$ cat src/rtl/rsop_pkg.sv
package rsop_pkg;

  // Edge found between the previous sample and the current level.
  function automatic logic edge_seen(input logic prev, input logic cur,
                                     input logic rising);
    return rising ? (!prev && cur) : (prev && !cur);
  endfunction

  // Index of the stage feeding stage i in a ring of n stages.
  function automatic int ring_src(input int i, input int n);
    return (i + 1) % n;
  endfunction

endpackage

$ cat src/rtl/rsop_edge.sv
module rsop_edge #(
  parameter bit RISING = 1'b1
) (
  input  logic clk,
  input  logic rst_n,
  input  logic lvl,
  output logic ev
);
  logic prev_q;

  // Reset to the level just after an edge, so an input already
  // at its active level on reset release gives no event.
  always_ff @(posedge clk or negedge rst_n) begin
    if (!rst_n) prev_q <= RISING;
    else        prev_q <= lvl;
  end

  assign ev = rsop_pkg::edge_seen(prev_q, lvl, RISING);


  single_edge_chk: assert property (@(posedge clk) disable iff (!rst_n)
    ev |=> !ev);

endmodule

$ cat src/rtl/rsop_latch.sv
module rsop_latch #(
  parameter int NIB_W = 4,
  parameter int DEPTH = 16,
  localparam int WORD_W = NIB_W * DEPTH
) (
  input  logic              clk,
  input  logic              rst_n,
  input  logic              load_ev,
  input  logic [WORD_W-1:0] din,
  output logic [WORD_W-1:0] hold_q
);

  always_ff @(posedge clk or negedge rst_n) begin
    if (!rst_n)       hold_q <= '0;
    else if (load_ev) hold_q <= din;
  end


  latch_load_chk: assert property (@(posedge clk) disable iff (!rst_n)
    load_ev |=> hold_q == $past(din));


  latch_hold_chk: assert property (@(posedge clk) disable iff (!rst_n)
    !load_ev |=> $stable(hold_q));

endmodule

$ cat src/rtl/rsop_rotor.sv
module rsop_rotor #(
  parameter int NIB_W = 4,
  parameter int DEPTH = 16,
  localparam int WORD_W = NIB_W * DEPTH
) (
  input  logic              clk,
  input  logic              rst_n,
  input  logic              xfer_ev,
  input  logic              shift_ev,
  input  logic [WORD_W-1:0] hold,
  output logic [NIB_W-1:0]  head
);
  logic [WORD_W-1:0] stage_q;
  logic              rotate_ev;
  logic              idle_ev;

  // A transfer overrides a shift seen in the same cycle.
  assign rotate_ev = shift_ev && !xfer_ev;
  assign idle_ev   = !shift_ev && !xfer_ev;

  for (genvar i = 0; i < DEPTH; i++) begin : g_stage
    localparam int SRC = rsop_pkg::ring_src(i, DEPTH);
    always_ff @(posedge clk or negedge rst_n) begin
      if (!rst_n)
        stage_q[i*NIB_W +: NIB_W] <= '0;
      else if (xfer_ev)
        stage_q[i*NIB_W +: NIB_W] <= hold[i*NIB_W +: NIB_W];
      else if (rotate_ev)
        stage_q[i*NIB_W +: NIB_W] <= stage_q[SRC*NIB_W +: NIB_W];
    end
  end

  assign head = stage_q[NIB_W-1:0];


  xfer_head_chk: assert property (@(posedge clk) disable iff (!rst_n)
    xfer_ev |=> head == $past(hold[NIB_W-1:0]));


  shift_next_chk: assert property (@(posedge clk) disable iff (!rst_n)
    rotate_ev |=> head == $past(stage_q[2*NIB_W-1:NIB_W]));


  ring_keep_chk: assert property (@(posedge clk) disable iff (!rst_n)
    rotate_ev |=> $countones(stage_q) == $past($countones(stage_q)));


  ring_idle_chk: assert property (@(posedge clk) disable iff (!rst_n)
    idle_ev |=> $stable(stage_q));

endmodule

$ cat src/rtl/recirc_serial_outport.sv
module recirc_serial_outport #(
  parameter int NIB_W = 4,
  parameter int DEPTH = 16,
  localparam int WORD_W = NIB_W * DEPTH
) (
  input  logic              clk,
  input  logic              rst_n,
  input  logic [WORD_W-1:0] mem_word,
  input  logic              ram_en,
  input  logic              port_sel,
  input  logic              xfer_n,
  input  logic              shift_clk,
  input  logic              oe_n,
  output logic [NIB_W-1:0]  nib_out,
  output logic              nib_valid
);
  logic              ram_fall_ev;
  logic              xfer_ev;
  logic              shift_ev;
  logic              load_ev;
  logic [WORD_W-1:0] hold_w;
  logic [NIB_W-1:0]  head_w;

  rsop_edge #(.RISING(1'b0)) u_ram_edge (
    .clk(clk), .rst_n(rst_n), .lvl(ram_en), .ev(ram_fall_ev));

  rsop_edge #(.RISING(1'b0)) u_xfer_edge (
    .clk(clk), .rst_n(rst_n), .lvl(xfer_n), .ev(xfer_ev));

  rsop_edge #(.RISING(1'b1)) u_shift_edge (
    .clk(clk), .rst_n(rst_n), .lvl(shift_clk), .ev(shift_ev));

  assign load_ev = ram_fall_ev && port_sel;

  rsop_latch #(.NIB_W(NIB_W), .DEPTH(DEPTH)) u_latch (
    .clk(clk), .rst_n(rst_n), .load_ev(load_ev),
    .din(mem_word), .hold_q(hold_w));

  rsop_rotor #(.NIB_W(NIB_W), .DEPTH(DEPTH)) u_rotor (
    .clk(clk), .rst_n(rst_n), .xfer_ev(xfer_ev), .shift_ev(shift_ev),
    .hold(hold_w), .head(head_w));

  assign nib_valid = !oe_n;
  assign nib_out   = oe_n ? '0 : head_w;

endmodule

$ cat config.mk
export PLATFORM = sky130hd
export DESIGN_NAME = recirc_serial_outport
export DESIGN_NICKNAME = d
export VERILOG_FILES = /design/src/rtl/rsop_pkg.sv /design/src/rtl/rsop_edge.sv /design/src/rtl/rsop_latch.sv /design/src/rtl/rsop_rotor.sv /design/src/rtl/recirc_serial_outport.sv
export SDC_FILE = /design/constraint.sdc
export NUM_CORES = 1
export LEC_CHECK = 0
export CAP_MARGIN = 20
export CORE_MARGIN = 3
export CORE_UTILIZATION = 55
export DETAILED_ROUTE_END_ITERATION = 8
export PLACE_DENSITY_LB_ADDON = 0.15
export SLEW_MARGIN = 10
export SYNTH_ARGS = -nofsm -noshare
export SYNTH_HDL_FRONTEND = slang
export SYNTH_SLANG_ARGS = --single-unit
$ cat constraint.sdc
create_clock -name clk -period 1.6 [get_ports clk]
set_input_delay 0.24 -clock clk [delete_from_list [all_inputs] [get_ports clk]]
set_output_delay 0.24 -clock clk [all_outputs]
set_load 0.01 [all_outputs]
Word-level counts from Yosys, hierarchy flattened
Cells that the tools add are included.
{"block": "totals", "mem_bits_rw": 0, "wordCells": 64, "romBits": 0, "mem_count": 0, "output_inout_bits": 5, "latch_bits": 0, "regBits": 131}
{"block": "op_classes", "mul": 0, "div_mod_pow": 0, "order_cmp": 0, "add_sub_neg": 0, "bitwise": 0, "reduce_logical": 11, "mux": 33, "shifts": 0, "eq_ne": 0}
{"operator": "$mux 4", "n": 33}
{"operator": "$logic_and 1x1->1", "n": 5}
{"operator": "$logic_not 1->1", "n": 5}
{"operator": "$reduce_bool 2->1", "n": 1}

Logic depth before layout (Yosys ltp)
Gate-level depths: netlist of the first run.
{"block": "logic_depth", "word_depth": 6, "ltp_mapped": 5}

By module
Synthesis of the first run repeated with hierarchy kept, for this count alone.
{"block": "unflattened", "cells_unflattened": 428, "area_unflattened_um2": 5829.3}
{"module": "rsop_rotor", "n_inst": 1, "cells_per_inst": 281, "area_per_inst_um2": 2997.9}
{"module": "rsop_latch", "n_inst": 1, "cells_per_inst": 135, "area_per_inst_um2": 2678.8}
{"module": "rsop_edge (u_ram_edge ...)", "n_inst": 2, "cells_per_inst": 2, "area_per_inst_um2": 38.8}
{"module": "rsop_edge (u_shift_edge)", "n_inst": 1, "cells_per_inst": 2, "area_per_inst_um2": 40.0}
{"module": "recirc_serial_outport", "n_inst": 1, "cells_per_inst": 6, "area_per_inst_um2": 35.0}

Worst setup path before layout of the first run
Ideal clock, no wire load.
{"block": "synth_path", "path_kind": "register to register", "startpoint": "reg u_xfer_edge.prev_q", "endpoint": "reg u_rotor.stage_q[54]", "stages_incl_launch_ff": 6, "t_arrival_ns": 1.298, "required_ns": 1.475, "path_slack_ns": 0.177, "path_cell_list": "dfrtp_1 nand2b_4 buf_6 buf_6 mux2_4 mux2_4"}
{"block": "synth_between", "elab_chain_len": 4}
{"element": "start: declaration", "line_no": "rsop_edge.sv:9", "text": "logic prev_q;"}
{"element": "start signal: assignment", "line_no": "rsop_edge.sv:15", "text": "else prev_q <= lvl;"}
{"element": "$logic_and 1x1->1 *", "line_no": "rsop_pkg.sv:6", "text": "return rising ? (!prev && cur) : (prev && !cur);"}
{"element": "$logic_not 1->1"}
{"element": "$logic_and 1x1->1", "line_no": "rsop_rotor.sv:18", "text": "assign rotate_ev = shift_ev && !xfer_ev;"}
{"element": "$reduce_bool 2->1 (no source line)"}
{"element": "end signal: indexed assignment", "line_no": "rsop_rotor.sv:27", "text": "stage_q[i*NIB_W +: NIB_W] <= hold[i*NIB_W +: NIB_W];"}
{"element": "end signal: indexed assignment", "line_no": "rsop_rotor.sv:29", "text": "stage_q[i*NIB_W +: NIB_W] <= stage_q[SRC*NIB_W +: NIB_W];"}
{"element": "end: declaration", "line_no": "rsop_rotor.sv:13", "text": "logic [WORD_W-1:0] stage_q;"}
Mark *: on every way between the ends. The rest lies on a longest branch, timed or not.
A chain may end at the register's enable or synchronous reset.

Worst setup path in the final report of the first run
{"block": "layout_path", "startpoint": "reg u_rotor.stage_q[1] (netlist: u_rotor.head[1])", "endpoint": "out nib_out[1]"}
{"block": "layout_between", "elab_chain_len": 1}
{"element": "$mux 4", "line_no": "recirc_serial_outport.sv:44", "text": "assign nib_out = oe_n ? '0 : head_w;"}
{"element": "end: declaration", "line_no": "recirc_serial_outport.sv:14", "text": "output logic [NIB_W-1:0] nib_out,"}
Every way passes these cells.

==> metrics.txt, run 1 <==
busiest grt layer=met2; wire length per cell=between 15 and 20 um; VDD IR-drop max=0.888 mV; R2R Setup Slk=80 ps; Fin Setup TNS=0 ps; Worst Skew=7.84 ps; met3 GRT Util=5.52%; Critical Path RT=1360 ps; antenna violations before repair=0; detailed-route vias per instance=~5.2; die span in y=approximately 110 um; Post-DRT Antenna Nets=0; Worst-Margin Slew=387 ps; NetSw=2.80 mW; Sink Count=131; Syn Area/Cell=16.7 sq um; Slew Viols, Final=0; Slew headroom=74.2%; Initial DRC Count=~150; first-pass GRT wire length=17.1 mm; Hold Path Sink=u_ram_edge.prev_q; Synth-to-Final Area Change=28.1%; row count=37; worst reg-to-reg path cell count=4; crit start category=register; max_cap viols=0; final period utilization=95.6%; Num CTS Buffers=17; core box area=0.0104 sq mm; # IOs=76; detailed-route via count=3143; clk buf depth=2; # H-tree levels=4; fin util=72.9%; FF-to-FF Start=u_xfer_edge.prev_q; hold path cells=1; # fillers=694; Total Routing Usage GR=19.1%; Mapped Area=0.00590 sq mm; Cells after Synth=353; dpl hpwl=6.73 mm; CTS root buf=clkbuf_8; yosys warns=0; critical hold path startpoint=ram_en; achievable frequency=about 650 MHz; Hold Path Class=in2reg; Hold Vio Cnt, Final=0; max incr delay on CP=400 ps; slowest library cell on the worst path=dfrtp_1; layout cells sized above 1=53.3%; Die W=around 110 um; GRT met1 Usage=24.2%; Clk pwr share=31.2%; setup slack after layout=70.5 ps; met2 Use GR=30.6%; Total Routed Length=10.3 mm; clk_lat worst skew=around 520 ps; crit path max fanout=2; CTS tree=done; status=complete, no violations; GP Congestion=0.748; nets=523; vias in the first global route=roughly 3500; port bufs=75; Arr. time, crit path=1290 ps; post-place setup slack=-339 ps; post-synthesis sequential area ratio=55.6%; Syn Nets=424; grt ovf=0; Post-route DRC=0; pwr/cell area=1550 mW/mm^2; CP cell instances=nor2b_1 > clkdlybuf4s15_1; Setup Viol. Count Final=0; worst r2r dst=u_rotor.stage_q[17]; clock period minus worst slack=1530 ps; internal power=8.92 mW; largest net degree at the start of global routing=72; crit end category=output pin; First-pass DRT Iterations=4; Seq cells post-synth=131; full die area=0.0120 sq mm; Leak=3.45 nW; Sw Ratio=23.9%; Sequential Power Share=43.5%; Crit Path Class=reg2out; Starting Density=56.9%; Logic pwr share=25.3%; total inserted antenna cells=0; post-synthesis cell type count=16; Clock transition at path regs=~60 ps
worst max-delay path, delay by kind of cell, from the launching register on:
family | cells | cell delay [ps]
buffers and inverters | 1 | 230
DFF | 1 | 400
and+or+nand+nor | 1 | 140
power by group through the flow:
stage / registers [mW] / logic (mW) / clock network, mW
final: 5.10 / 2.96 / 3.66
after global routing: 5.25 / 3.21 / 3.88
after CTS: 5.11 / 2.96 / 3.74
after detailed placement: 5.15 / 2.85 / 0
after global placement: 5.12 / 2.75 / 0
after floorplan: 4.87 / 2.30 / 0
cells in the mapped netlist (all sizes together):
cell    instances  share of area, %
nor2            1             0.064
mux2i           1              0.17
nand2           1              0.11
dfrtp         130                55
nand2b          2              0.34
mux2          190                41
nand3b          1              0.13
a21oi           1             0.085
inv             1             0.064
nor2b           4              0.42
buf            20               2.4
dfstp           1              0.45
logic make-up (layout without fill, tap and decap cells):
| family | after synthesis | in the layout | synth area share [%] |
|---|---|---|---|
| compound gates | 1 | 1 | 0.0848 |
| mux | 191 | 191 | 40.8 |
| simple gates | 9 | 9 | 1.06 |
| buf+inv | 21 | 133 | 2.46 |
| flops | 131 | 131 | 55.6 |
registers in the layout, summed over array words and instances, names as in the netlist:
register and cells:
u_xfer_edge.prev_q 1, u_latch.hold_q 64, u_shift_edge.prev_q 1, u_ram_edge.prev_q 1, u_rotor.stage_q 60, u_rotor.head 4
routing by layer:
metal,up-vias,part of all wire (%)
met1,1602,45
met4,0,1.7
met2,61,50
li1,1463,-
met5,-,0
met3,17,3.9
layout by cell type, fill, tap and decap left out, drive strengths merged:
cell type,instances
a21oi,1
buf,25
bufinv,2
clkbuf,23
clkdlybuf4s15,3
clkdlybuf4s50,69
clkinv,5
clkinvlp,3
dfrtp,130
dfstp,1
dlygate4sd3,1
dlymetal6s2s,1
inv,1
mux2,190
mux2i,1
nand2,1
nand2b,2
nand3b,1
nor2,1
nor2b,4
how the worst max path moves through the flow:
| stage | startpoint | endpoint | depth (start not counted) |
|---|---|---|---|
| 3_3_place_gp | xfer_n | u_rotor.stage_q[21] | 5 |
| 3_5_place_dp | xfer_n | u_rotor.stage_q[17] | 5 |
| 2_1_floorplan | u_xfer_edge.prev_q | u_rotor.stage_q[54] | 5 |
| 6_report | u_rotor.head[1] | nib_out[1] | 2 |
| 4_1_cts | u_rotor.head[0] | nib_out[0] | 2 |
| 5_1_grt | u_rotor.head[1] | nib_out[1] | 2 |
per-stage QoR:
| stage | hold WS, ps | total power, mW | instance area [sq um] | instances |
|---|---|---|---|---|
| after floorplan | -55.6 | 7.17 | 5900 | 353 |
| after global placement | 254 | 7.87 | 6940 | 562 |
| after detailed placement | 256 | 8.01 | 6940 | 562 |
| after CTS | 156 | 11.8 | 7540 | 599 |
| after global routing | 155 | 12.3 | 7560 | 601 |
| final | 182 | 11.7 | 7560 | 601 |
layout make-up:
| cell class | count | area [sq um] | area share (%) |
|---|---|---|---|
| tap | 136 | 170 | 2.25 |
| clock buffer | 22 | 453 | 5.99 |
| timing repair buffer | 100 | 1060 | 14.1 |
| sequential | 131 | 3280 | 43.4 |
| multi-input combinational | 201 | 2480 | 32.8 |
| inverter | 1 | 3.75 | 0.0497 |
| clock inverter | 10 | 108 | 1.42 |
what timing repair did:
| item | 4_1_cts | 5_1_grt |
|---|---|---|
| hold buffers | 1 | 0 |
| endpoints found under the setup margin | 4 | 5 |
| setup buffers | 4 | 2 |
| gates cloned | 0 | 0 |
| resized for setup | 5 | 5 |
| hold endpoints to repair | 131 | 0 |
No activity file was read; power rests on OpenSTA's default activity.
==> inputs of run 2 (changes only) <==
--- a/config.mk
+++ b/config.mk
@@ -14,3 +14,4 @@
 export SYNTH_ARGS = -nofsm -noshare
 export SYNTH_HDL_FRONTEND = slang
 export SYNTH_SLANG_ARGS = --single-unit
+export TNS_END_PERCENT = 5
==> run 2 against run 1 <==
  * Global-route usage is 0.089 points lower
  * Critical path depth is the same
  * Final area down 0.53%
  * Register-to-register slack hardly changed
  * Fmax up 0.20%
  * Critical endpoint is now nib_out[0]
  * Setup slack better by 3.0 ps
  * Core utilization shrank 0.39 points
  * Largest cell class unchanged
==> metrics.txt, run 2 (synthesized netlist as in run 1, its figures left out) <==
dpl hpwl=6.73 mm; most frequent cells in the layout=dfrtp_1, mux2_2, clkdlybuf4s50_1; unrepaired setup endpoints after global routing=no; max incr delay on CP=around 400 ps; row count=37; Synth-to-Final Area Change=27.5%; first-pass GRT wire length=17.0 mm; Placed Cells=562; Setup Viol. Count Final=0; Slew headroom=74.2%; Num CTS Buffers=17; worst r2r dst=u_rotor.stage_q[17]; Post-route DRC=0; Biggest register=u_latch.hold_q; hold path cells=1; grt ovf=0; max_cap viols=0; CP cell instances=nor2b_1 > clkdlybuf4s15_1; Clock transition at path regs=60 ps; crit end category=output pin; crit path max fanout=2; largest net degree at the start of global routing=72; wire length per cell=17.0 um; Die W=110 um; Initial DRC Count=150; # IOs=76; pwr/cell area=1550 mW/mm^2; Critical Path RT=1360 ps; core box area=roughly 0.010 sq mm; critical hold path startpoint=ram_en; worst reg-to-reg path cell count=4; fin cells=597; slowest library cell on the worst path=dfrtp_1; CTS tree=done; Leak=3.43 nW; Starting Density=56.9%; crit path buf inv count=1; GP Congestion=0.748; # H-tree levels=4; CTS root buf=clkbuf_8; nets=519; die span in y=110 um; Total Routing Usage GR=19.0%; First-pass DRT Iterations=4; FF-to-FF Start=u_xfer_edge.prev_q; max FFs per register=64; R2R Setup Slk=80 ps; Worst Skew=7.86 ps; antenna violations before repair=0; clk_lat worst skew=520 ps; Arr. time, crit path=around 1300 ps; clk buf depth=2; Crit Path Class=reg2out; crit start category=register; Worst path top cell family by delay=flip-flops; Hold Path Class=in2reg; achievable frequency=about 660 MHz; Hold Vio Cnt, Final=0; status=complete, no violations; Hold Path Sink=u_ram_edge.prev_q; full die area=0.0120 sq mm; detailed-route vias per instance=5.25; port bufs=between 70 and 80; post-place setup slack=-339 ps; detailed-route via count=3132; setup slack after layout=73.5 ps; VDD IR-drop max=approximately 0.89 mV; vias in the first global route=3482; total inserted antenna cells=0; layout cells sized above 1=between 50% and 60%; final period utilization=95.4%; Sink Count=131; Slew Viols, Final=0; most common cell after layout, fill and taps aside=dfrtp_1; Total Routed Length=between 10 and 15 mm; clock period minus worst slack=1530 ps; Post-DRT Antenna Nets=0; Worst-Margin Slew=~390 ps
## run 2: layout make-up
class | count | area, sq um
fill | 703 | 2850
clock buffer | 22 | 453
timing repair buffer | 96 | 1020
sequential | 131 | 3280
clock inverter | 10 | 108
inverter | 1 | 3.75
tap | 136 | 170
multi-input combinational | 201 | 2480
## run 2: how the worst max path moves through the flow
stage,start,to,slack [ps],cells past startpoint
finish,u_rotor.head[0],nib_out[0],70,2
global placement,xfer_n,u_rotor.stage_q[21],-290,5
CTS,u_rotor.head[0],nib_out[0],2,2
floorplan,u_xfer_edge.prev_q,u_rotor.stage_q[54],180,5
global route,u_rotor.head[0],nib_out[0],9,2
detailed placement,xfer_n,u_rotor.stage_q[17],-340,5
## run 2: stage by stage
step	hold slack, ps	TNS (ps)	power, mW	util (%)	cell area (sq um)
3_3_place_gp	254	-19540	7.87	67.0	6940
5_1_grt	155	0	12.2	72.5	7520
3_5_place_dp	256	-23430	8.01	67.0	6940
6_report	182	0	11.6	72.5	7520
4_1_cts	156	0	11.8	72.6	7530
2_1_floorplan	-55.6	0	7.17	-	5900
## run 2: worst register-to-register path, delay by kind of cell, from the launching register on
kind	cells	cell delay [ps]
buffers and inverters	1	200
muxes	2	610
DFF	1	400
and+or+nand+nor	1	200
## run 2: layer usage
layer | routed length [um] | share of wire [%] | track usage [%]
met1 | 4540 | 45 | 24.1
met2 | 5060 | 50 | 30.5
met3 | 390 | 3.8 | 5.52
met4 | 182 | 1.8 | 8.28
met5 | 0 | 0 | 0
## run 2: repair_timing
item / CTS / global route
setup buffers: 2 / 0
hold endpoints to repair: 131 / 0
setup endpoints to repair: 4 / 5
hold buffers: 1 / 0
resized for setup: 7 / 5
## run 2: where the power goes
part	total [mW]	switching [mW]	internal, mW
Combinational	2.87	0.735	2.14
Clock	3.65	1.37	2.28
Sequential	5.11	0.668	4.44
Total	11.6	2.77	8.86
==> inputs of run 3 (changes only) <==
--- a/config.mk
+++ b/config.mk
@@ -8,6 +8,7 @@
 export CAP_MARGIN = 20
 export CORE_MARGIN = 3
 export CORE_UTILIZATION = 55
+export CTS_CLUSTER_SIZE = 12
 export DETAILED_ROUTE_END_ITERATION = 8
 export PLACE_DENSITY_LB_ADDON = 0.15
 export SLEW_MARGIN = 10
==> results of run 3 <==
Final layout, timing and power as in run 2 (identical DEF).
